$ cat config.mk
export PLATFORM = sky130hd
export DESIGN_NAME = smb_regbank_slave
export DESIGN_NICKNAME = d
export VERILOG_FILES = /design/src/rtl/smb_pkg.sv /design/src/rtl/smb_line_cond.sv /design/src/rtl/smb_reg_bank.sv /design/src/rtl/smb_byte_fsm.sv /design/src/rtl/smb_regbank_slave.sv
export SDC_FILE = /design/constraint.sdc
export NUM_CORES = 1
export LEC_CHECK = 0
export ABC_AREA = 1
export BUFFER_PORTS_ARGS = -buffer_cell sky130_fd_sc_hd__clkbuf_2
export CORE_ASPECT_RATIO = 1.4
export CORE_UTILIZATION = 60
export DETAILED_ROUTE_END_ITERATION = 8
export PLACE_DENSITY = 0.92
export SETUP_SLACK_MARGIN = 0.3
export SLEW_MARGIN = 25
export SYNTH_ARGS = -nofsm -noshare
export SYNTH_HDL_FRONTEND = slang
export SYNTH_SLANG_ARGS = --single-unit
$ cat constraint.sdc
create_clock -name clk -period 2.5 [get_ports clk]
set_input_delay 0.125 -clock clk [delete_from_list [all_inputs] [get_ports clk]]
set_output_delay 0.125 -clock clk [all_outputs]
set_load 0.01 [all_outputs]
$ cat src/rtl/smb_pkg.sv
package smb_pkg;

  typedef enum logic [2:0] {
    S_IDLE,
    S_RX,
    S_RX_ACK,
    S_TX,
    S_TX_ACK
  } link_state_e;

  typedef enum logic [1:0] {
    K_ADDR,
    K_CMD,
    K_COUNT,
    K_DATA
  } rx_kind_e;

  // Power-up value of each register; bit 7 of register 0 is the live status bit.
  function automatic logic [7:0] reg_default(int unsigned idx);
    case (idx)
      0:       return 8'h1F;
      1:       return 8'h2B;
      default: return 8'h00;
    endcase
  endfunction

endpackage

$ cat src/rtl/smb_line_cond.sv
module smb_line_cond #(
  parameter int SYNC_STAGES = 2
) (
  input  logic clk,
  input  logic rst,
  input  logic scl_i,
  input  logic sda_i,
  output logic sda_s,
  output logic scl_rise,
  output logic scl_fall,
  output logic start_det,
  output logic stop_det
);

  localparam int TOP = SYNC_STAGES - 1;

  logic [SYNC_STAGES-1:0] scl_pipe, sda_pipe;
  logic scl_d, sda_d;

  generate
    if (SYNC_STAGES == 1) begin : g_one
      always_ff @(posedge clk) begin
        if (rst) begin
          scl_pipe <= 1'b1;
          sda_pipe <= 1'b1;
        end else begin
          scl_pipe <= scl_i;
          sda_pipe <= sda_i;
        end
      end
    end else begin : g_multi
      always_ff @(posedge clk) begin
        if (rst) begin
          scl_pipe <= '1;
          sda_pipe <= '1;
        end else begin
          scl_pipe <= {scl_pipe[TOP-1:0], scl_i};
          sda_pipe <= {sda_pipe[TOP-1:0], sda_i};
        end
      end
    end
  endgenerate

  always_ff @(posedge clk) begin
    if (rst) begin
      scl_d <= 1'b1;
      sda_d <= 1'b1;
    end else begin
      scl_d <= scl_pipe[TOP];
      sda_d <= sda_pipe[TOP];
    end
  end

  assign sda_s     = sda_pipe[TOP];
  assign scl_rise  = scl_pipe[TOP] & ~scl_d;
  assign scl_fall  = ~scl_pipe[TOP] & scl_d;
  assign start_det = scl_pipe[TOP] & scl_d & sda_d & ~sda_pipe[TOP];
  assign stop_det  = scl_pipe[TOP] & scl_d & ~sda_d & sda_pipe[TOP];

endmodule

$ cat src/rtl/smb_reg_bank.sv
module smb_reg_bank
  import smb_pkg::*;
#(
  parameter int NUM_REGS = 9,
  parameter int PTR_W    = 8
) (
  input  logic                  clk,
  input  logic                  rst,
  input  logic                  lock_in,
  input  logic                  wr_en,
  input  logic [PTR_W-1:0]      wr_ptr,
  input  logic [7:0]            wr_data,
  input  logic [PTR_W-1:0]      rd_ptr,
  output logic [7:0]            rd_data,
  output logic [NUM_REGS*8-1:0] regs_o
);

  localparam int IDX_W = (NUM_REGS > 1) ? $clog2(NUM_REGS) : 1;
  localparam logic [PTR_W-1:0] LIMIT = PTR_W'(NUM_REGS);

  logic [7:0] mem [NUM_REGS];

  generate
    for (genvar i = 0; i < NUM_REGS; i++) begin : g_reg
      localparam logic [PTR_W-1:0] SLOT = PTR_W'(i);
      localparam logic [7:0]       DEF  = reg_default(i);
      if (i == 0) begin : g_status
        // Bit 7 follows the live status input; only bits 6:0 are host-writable.
        always_ff @(posedge clk) begin
          mem[i][7] <= lock_in;
          if (rst)
            mem[i][6:0] <= DEF[6:0];
          else if (wr_en && wr_ptr == SLOT)
            mem[i][6:0] <= wr_data[6:0];
        end
      end else begin : g_plain
        always_ff @(posedge clk) begin
          if (rst)
            mem[i] <= DEF;
          else if (wr_en && wr_ptr == SLOT)
            mem[i] <= wr_data;
        end
      end
      assign regs_o[i*8 +: 8] = mem[i];
    end
  endgenerate

  always_comb begin
    rd_data = 8'hFF;
    if (rd_ptr < LIMIT)
      rd_data = mem[rd_ptr[IDX_W-1:0]];
  end

endmodule

$ cat src/rtl/smb_byte_fsm.sv
module smb_byte_fsm
  import smb_pkg::*;
#(
  parameter logic [6:0] ADDR_A      = 7'h69,
  parameter logic [6:0] ADDR_B      = 7'h6A,
  parameter logic [7:0] BLOCK_COUNT = 8'h09,
  parameter int         PTR_W       = 8
) (
  input  logic             clk,
  input  logic             rst,
  input  logic             scl_rise,
  input  logic             scl_fall,
  input  logic             start_det,
  input  logic             stop_det,
  input  logic             sda_s,
  input  logic             addr_sel,
  input  logic [7:0]       rd_data,
  output logic             sda_oe,
  output logic             wr_en,
  output logic [PTR_W-1:0] wr_ptr,
  output logic [7:0]       wr_data,
  output logic [PTR_W-1:0] rd_ptr
);

  link_state_e      state;
  rx_kind_e         kind;
  logic [3:0]       bitcnt;
  logic [7:0]       shreg;
  logic [PTR_W-1:0] ptr;
  logic             blk;
  logic             cnt_pend;
  logic             rw;
  logic [6:0]       my_addr;
  logic [7:0]       tx_next;

  assign my_addr = addr_sel ? ADDR_B : ADDR_A;
  assign tx_next = cnt_pend ? BLOCK_COUNT : rd_data;
  assign rd_ptr  = ptr;

  always_ff @(posedge clk) begin
    if (rst) begin
      state    <= S_IDLE;
      kind     <= K_ADDR;
      bitcnt   <= '0;
      shreg    <= '0;
      ptr      <= '0;
      blk      <= 1'b0;
      cnt_pend <= 1'b0;
      rw       <= 1'b0;
      sda_oe   <= 1'b0;
      wr_en    <= 1'b0;
      wr_ptr   <= '0;
      wr_data  <= '0;
    end else begin
      wr_en <= 1'b0;
      if (start_det) begin
        state  <= S_RX;
        kind   <= K_ADDR;
        bitcnt <= '0;
        sda_oe <= 1'b0;
      end else if (stop_det) begin
        state  <= S_IDLE;
        sda_oe <= 1'b0;
      end else begin
        case (state)
          S_RX: begin
            if (scl_rise) begin
              shreg  <= {shreg[6:0], sda_s};
              bitcnt <= bitcnt + 4'd1;
            end else if (scl_fall && bitcnt == 4'd8) begin
              bitcnt <= '0;
              case (kind)
                K_ADDR: begin
                  if (shreg[7:1] == my_addr) begin
                    rw     <= shreg[0];
                    sda_oe <= 1'b1;
                    state  <= S_RX_ACK;
                  end else begin
                    state <= S_IDLE;
                  end
                end
                K_CMD: begin
                  blk      <= ~shreg[7];
                  cnt_pend <= ~shreg[7];
                  ptr      <= shreg[7] ? PTR_W'(shreg[6:0]) : '0;
                  sda_oe   <= 1'b1;
                  state    <= S_RX_ACK;
                end
                K_COUNT: begin
                  sda_oe <= 1'b1;
                  state  <= S_RX_ACK;
                end
                default: begin
                  wr_en   <= 1'b1;
                  wr_ptr  <= ptr;
                  wr_data <= shreg;
                  ptr     <= ptr + 1'b1;
                  sda_oe  <= 1'b1;
                  state   <= S_RX_ACK;
                end
              endcase
            end
          end
          S_RX_ACK: begin
            if (scl_fall) begin
              if (kind == K_ADDR && rw) begin
                shreg  <= tx_next;
                sda_oe <= ~tx_next[7];
                if (cnt_pend) cnt_pend <= 1'b0;
                else          ptr      <= ptr + 1'b1;
                state  <= S_TX;
              end else begin
                sda_oe <= 1'b0;
                state  <= S_RX;
                case (kind)
                  K_ADDR:  kind <= K_CMD;
                  K_CMD:   kind <= blk ? K_COUNT : K_DATA;
                  default: kind <= K_DATA;
                endcase
              end
            end
          end
          S_TX: begin
            if (scl_fall) begin
              if (bitcnt == 4'd7) begin
                bitcnt <= '0;
                sda_oe <= 1'b0;
                state  <= S_TX_ACK;
              end else begin
                shreg  <= {shreg[6:0], 1'b0};
                sda_oe <= ~shreg[6];
                bitcnt <= bitcnt + 4'd1;
              end
            end
          end
          S_TX_ACK: begin
            if (scl_rise && sda_s) begin
              state <= S_IDLE;
            end else if (scl_fall) begin
              shreg  <= tx_next;
              sda_oe <= ~tx_next[7];
              if (cnt_pend) cnt_pend <= 1'b0;
              else          ptr      <= ptr + 1'b1;
              state  <= S_TX;
            end
          end
          default: ;
        endcase
      end
    end
  end

endmodule

$ cat src/rtl/smb_regbank_slave.sv
module smb_regbank_slave #(
  parameter int         NUM_REGS    = 9,
  parameter int         PTR_W       = 8,
  parameter int         SYNC_STAGES = 2,
  parameter logic [6:0] ADDR_A      = 7'h69,
  parameter logic [6:0] ADDR_B      = 7'h6A,
  parameter logic [7:0] BLOCK_COUNT = 8'h09
) (
  input  logic                  clk,
  input  logic                  rst,
  input  logic                  scl_i,
  input  logic                  sda_i,
  output logic                  sda_oe,
  input  logic                  addr_sel,
  input  logic                  lock_in,
  output logic [NUM_REGS*8-1:0] regs_o
);

  logic             sda_s, scl_rise, scl_fall, start_det, stop_det;
  logic             wr_en;
  logic [PTR_W-1:0] wr_ptr, rd_ptr;
  logic [7:0]       wr_data, rd_data;

  smb_line_cond #(.SYNC_STAGES(SYNC_STAGES)) u_cond (
    .clk       (clk),
    .rst       (rst),
    .scl_i     (scl_i),
    .sda_i     (sda_i),
    .sda_s     (sda_s),
    .scl_rise  (scl_rise),
    .scl_fall  (scl_fall),
    .start_det (start_det),
    .stop_det  (stop_det)
  );

  smb_byte_fsm #(
    .ADDR_A      (ADDR_A),
    .ADDR_B      (ADDR_B),
    .BLOCK_COUNT (BLOCK_COUNT),
    .PTR_W       (PTR_W)
  ) u_fsm (
    .clk       (clk),
    .rst       (rst),
    .scl_rise  (scl_rise),
    .scl_fall  (scl_fall),
    .start_det (start_det),
    .stop_det  (stop_det),
    .sda_s     (sda_s),
    .addr_sel  (addr_sel),
    .rd_data   (rd_data),
    .sda_oe    (sda_oe),
    .wr_en     (wr_en),
    .wr_ptr    (wr_ptr),
    .wr_data   (wr_data),
    .rd_ptr    (rd_ptr)
  );

  smb_reg_bank #(.NUM_REGS(NUM_REGS), .PTR_W(PTR_W)) u_bank (
    .clk     (clk),
    .rst     (rst),
    .lock_in (lock_in),
    .wr_en   (wr_en),
    .wr_ptr  (wr_ptr),
    .wr_data (wr_data),
    .rd_ptr  (rd_ptr),
    .rd_data (rd_data),
    .regs_o  (regs_o)
  );

endmodule

==> Yosys cells after proc, flatten, opt, wreduce, memory -nomap -nowiden <==
Memory sizes are Yosys's and may differ from the RTL's. A register that Yosys moved wholly into a read port is not among the register bits.
Index checks and enable logic that the tools add are counted.
{ "word_totals": {"in_bits": 6, "regBits": 52, "ramBits": 72, "word_cells": 224, "output_inout_bits": 73, "mem_count": 1} }
{ "op_classes": {"bitwise": 30, "mux": 101, "eq_ne": 38, "add_sub_neg": 2, "n_reduce_logical": 34, "n_lt_le_gt_ge": 1} }
{ "mem_list": {"columns": ["name", "depth", "width", "read_ports", "rd_clocked_by_memory_dff", "wr", "line_no", "text"], "rows": [
  ["u_bank.mem", 9, 8, 10, 1, 9, "smb_reg_bank.sv:21", "logic [7:0] mem [NUM_REGS];"]
]} }
{ "ops": {"columns": ["cell", "n"], "rows": [
  ["two-way mux 8 bit", 24],
  ["two-way mux 1 bit", 50],
  ["== test 8 x 3 -> 1 bit, second input constant", 4],
  ["case mux 8 bit (4 select lines)", 1],
  ["AND reduction 10 bit", 3],
  ["two-way mux 4 bit", 6],
  ["case mux 8 bit (3 select lines)", 1],
  ["two-way mux 3 bit", 7],
  ["AND reduction 7 bit", 3],
  ["== test 8 x 2 -> 1 bit, second input constant", 2],
  ["inequality test 2 x 1 -> 1 bit, second input constant", 8],
  ["inequality test 4 x 3 -> 1 bit, second input constant", 4],
  ["case mux 8 bit (2 select lines)", 1],
  ["two-way mux 7 bit", 2],
  ["inverter 1 bit", 14],
  ["logical AND 1 bit", 12],
  ["case mux 3 bit (4 select lines)", 1],
  ["AND reduction 6 bit", 2],
  ["bitwise OR 1 bit", 9],
  ["adder 8 x 1 -> 8 bit, second input constant", 1],
  ["== test 8 x 1 -> 1 bit, second input constant", 1],
  ["== test 8 x 4 -> 1 bit, second input constant", 1],
  ["zero test 8 bit", 1],
  ["less-than comparator 8 x 4 -> 1 bit, second input constant", 1],
  ["30 further kinds", 47]
]} }

==> Longest topological paths before layout <==
{ "logic_depth": {"depth_word": 9, "mapped_depth": 13, "ltp_nobuf": 13} }

==> By module <==
From an unflattened synthesis, not the netlist that was laid out.
{ "unflattened": {"cells_unflattened": 876, "hier_area_um2": 6546.3} }
{ "modules_own_cells": {"columns": ["module", "seq_area_each_um2", "area_per_inst_um2", "n_inst", "cells_per_inst"], "rows": [
  ["smb_reg_bank", 2152.1, 3714.8, 1, 427],
  ["smb_byte_fsm", 920.9, 2633.8, 1, 425],
  ["smb_line_cond", 120.1, 197.7, 1, 24]
]} }

==> Worst setup path after synthesis <==
No wires, ideal clock.
{ "synth_path": {"path_kind": "flip-flop to flip-flop", "from": "reg u_fsm.wr_ptr[7]", "to": "mem u_bank.mem[3][0] (enable)", "setup_time_ns": 0.329, "required_time_ns": 2.171, "setup_slack_ns": 1.077, "arrival_time_ns": 1.094, "path_buffers": 0, "synth_period_minus_slack_ns": 1.423, "path_stages_with_launch": 6, "path_cell_list": "dfxtp_1 -> inv_1 -> nand4_2 -> nor3_1 -> nand2_1 -> nand2_1"} }
{ "synth_lines": {"columns": ["item", "line_no", "text"], "rows": [
  ["start: declaration", "smb_byte_fsm.sv:20", "output logic [PTR_W-1:0] wr_ptr,"],
  ["start signal: assignment", "smb_byte_fsm.sv:95", "wr_ptr <= ptr;"],
  ["end: declaration", "smb_reg_bank.sv:21", null]
]} }

==> flow_summary.toml <==
[sta]
hold_viol_final = 0
relSlewSlack = 0.537
setup_slack_ps = 546
finalSetupTns_ps = 0
tightest_slew_ps = 693
fin_crit_ps = 1950
slew_viol_final = 0
clock_skew_ps = 8.35
rsz0062_at_grt = "false"
fmax_ghz = 0.512
post-route-period-util = 0.782
setup_violations = 0

[synthesis]
yosys_warnings = 0
yosys_register_bits = 128
yosys_most_used_dff = "edfxtp_1"
synth_edf_count = 71
synthArstFlopShare = 0
syn_nets = 806
syn_area_per_cell_um2 = 7.85
netlist_area_um2 = 6250
syn_inst = 796
synth.distinct_cells = 35
synth_seq_area_share = 0.524

[finish]
layout-drive-gt1-share = 0.164
finalNetCount = 889
mostFrequentLayoutCells = "nor2_1 (181), nand2_1 (152), clkbuf_2 (78)"
area.growth.synth_to_final_pct = 17.7
mostFrequentLayoutCell = "nor2_1"
post_layout_nonfiller_instances = 1028

[clock_tree]
cts_sinks = 128
postCtsSetupBuffers = 0
htree_levels = 4
clk_pin_slew_ps = 60
cts_tree = "done"
cts_root_buffer = "clkbuf_16"
cts_buffers = 17
insertion_delay_ps = 430
max-clock-path-buffers = 2

[die]
pin_count = 79
fp.coreArea_um2 = 10000
dieWidth_um = 88.3
fp.dieH_um = 123
start_util = 0.625
rows = 43
die-area_um2 = 10800

[placement]
place_hpwl_um = 12400
placed_cells = 992
place_ws_ps = 611
port-buffer-count = 78
place_congestion = 0.953

[grt]
grt-ovfl-total = 0
grt_start_max_net_pins = 34
grt_pass1_wl_um = 28000
antenna_found_initial = 1
grt_use_total = 0.357
first_global_vias = 5782

[routing]
via_count = 6048
wl_per_cell_um = 17.9
wl_um = 18400
ant_nets = 0
firstDrtPassIters = 5
drt_iter0_drc = 575
viasPerCell = 5.88
post-route-drc-count = 0

[critical_path]
end_kind = "flop"
cp_data_arrival_time_ps = 2270
start_kind = "flop"
path_class = "flop to flop"
required_ps = 2820
cp_max_fo = 16

[power]
power_density_nw_per_um2 = 839
total_power_mw = 6.17
ir_drop_mv = 0.634
power.leakage_nw = 3.03

[job]
max_cap_violations = 0

[run_status]
status = "finished, final reports clean"

[hold_path]
hp-class = "input pin to flop"
[critical path: stages (launching register included)]
cell and delay [ps]:
dfxtp_1 310, inv_1 420, nor2_1 100, o21ai_1 280, nand3_1 310, nand3_1 220
nand2_1 80, nand2_1 60, a21oi_1 60
[Yosys cell counts, types with 2 or more instances]
cell type,instances,area [µm²]
nand2_1,152,571
nor3_1,9,45.0
nand4_1,10,62.6
clkbuf_1,13,48.8
nand3_2,3,30.0
nor2_1,181,679
nor3_2,2,20.0
nand3_1,64,320
xor2_1,2,17.5
nand3b_1,2,15.0
inv_1,70,263
clkinv_1,8,30.0
o21ai_0,59,295
a21oi_1,46,230
ha_1,4,50.1
nor2_2,5,31.3
a211oi_1,4,30.0
inv_2,6,22.5
buf_2,8,40.0
dfxtp_1,57,1140
edfxtp_1,71,2130
or2_2,4,25.0
nand2_2,4,25.0
[path summary, 6_finish.rpt]
path	from	endpoint	slack [ps]	cells past startpoint
worst min register to register	u_cond.sda_pipe[0]$_SDFF_PP1_	u_cond.sda_pipe[1]$_SDFF_PP1_	410	1
worst max-delay path	flop	u_fsm.shreg[4]$_SDFFE_PP0P_	550	8
worst max register to register	flop	u_fsm.shreg[4]$_SDFFE_PP0P_	550	8
worst min-delay path	rst	u_fsm.state[0]$_SDFFE_PP0P_	160	2
[flip-flops by register name, summed over array words and instances, names as in the netlist, named ones only]
signal	count
u_fsm.wr_data	8
u_cond.scl_d	1
u_fsm.state	3
u_bank.mem	72
u_fsm.cnt_pend	1
u_fsm.rw	1
u_fsm.blk	1
u_fsm.wr_en	1
u_cond.sda_pipe	2
u_cond.scl_pipe	2
u_fsm.sda_oe	1
u_fsm.wr_ptr	8
u_fsm.rd_ptr	8
u_fsm.shreg	8
u_fsm.bitcnt	4
u_cond.sda_d	1
u_fsm.kind	2
[stage by stage]
stage / hold WS [ps] / area (µm²) / util
floorplan: 153 / 6250 / -
global placement: 235 / 6760 / 0.675
detailed placement: 236 / 6760 / 0.675
CTS: 151 / 7350 / 0.734
global route: 185 / 7360 / 0.735
finish: 157 / 7360 / 0.735
[cells by family after synthesis]
| family | count (synthesis) | share of synthesized area |
|---|---|---|
| simple gates | 443 | 0.307 |
| flops | 128 | 0.524 |
| compound gates | 111 | 0.0911 |
| buf+inv | 108 | 0.0678 |
| fa+ha+maj | 4 | 0.00801 |
| xor+xnor | 2 | 0.00280 |
[routing by layer]
metal | vias up | global-route usage | share of wire
met4 | 0 | 0.308 | 0.080
met1 | 2727 | 0.338 | 0.31
met3 | 120 | 0.107 | 0.10
met2 | 426 | 0.614 | 0.51
li1 | 2775 | - | -
met5 | - | 0 | 0
[power by group]
group	switching, mW	internal, mW	leakage [nW]
logic	0.946	0.400	1.64
clock network	0.966	1.38	0.271
registers	0.134	2.35	1.12
[area by class of cell]
cell class	count	area (µm²)
timing repair buffer	88	473
fill	707	2650
antenna	1	2.50
tap	135	169
clock buffer	18	429
multi-input combinational	560	2560
sequential	128	3270
inverter	84	315
clock inverter	14	134
[timing repair]
action	4_1_cts	5_1_grt
resized for setup	0	2
endpoints found under the setup margin	0	2
endpoints found under the hold margin	3	0
hold buffers	3	0
(Power assumes the default switching activity.)
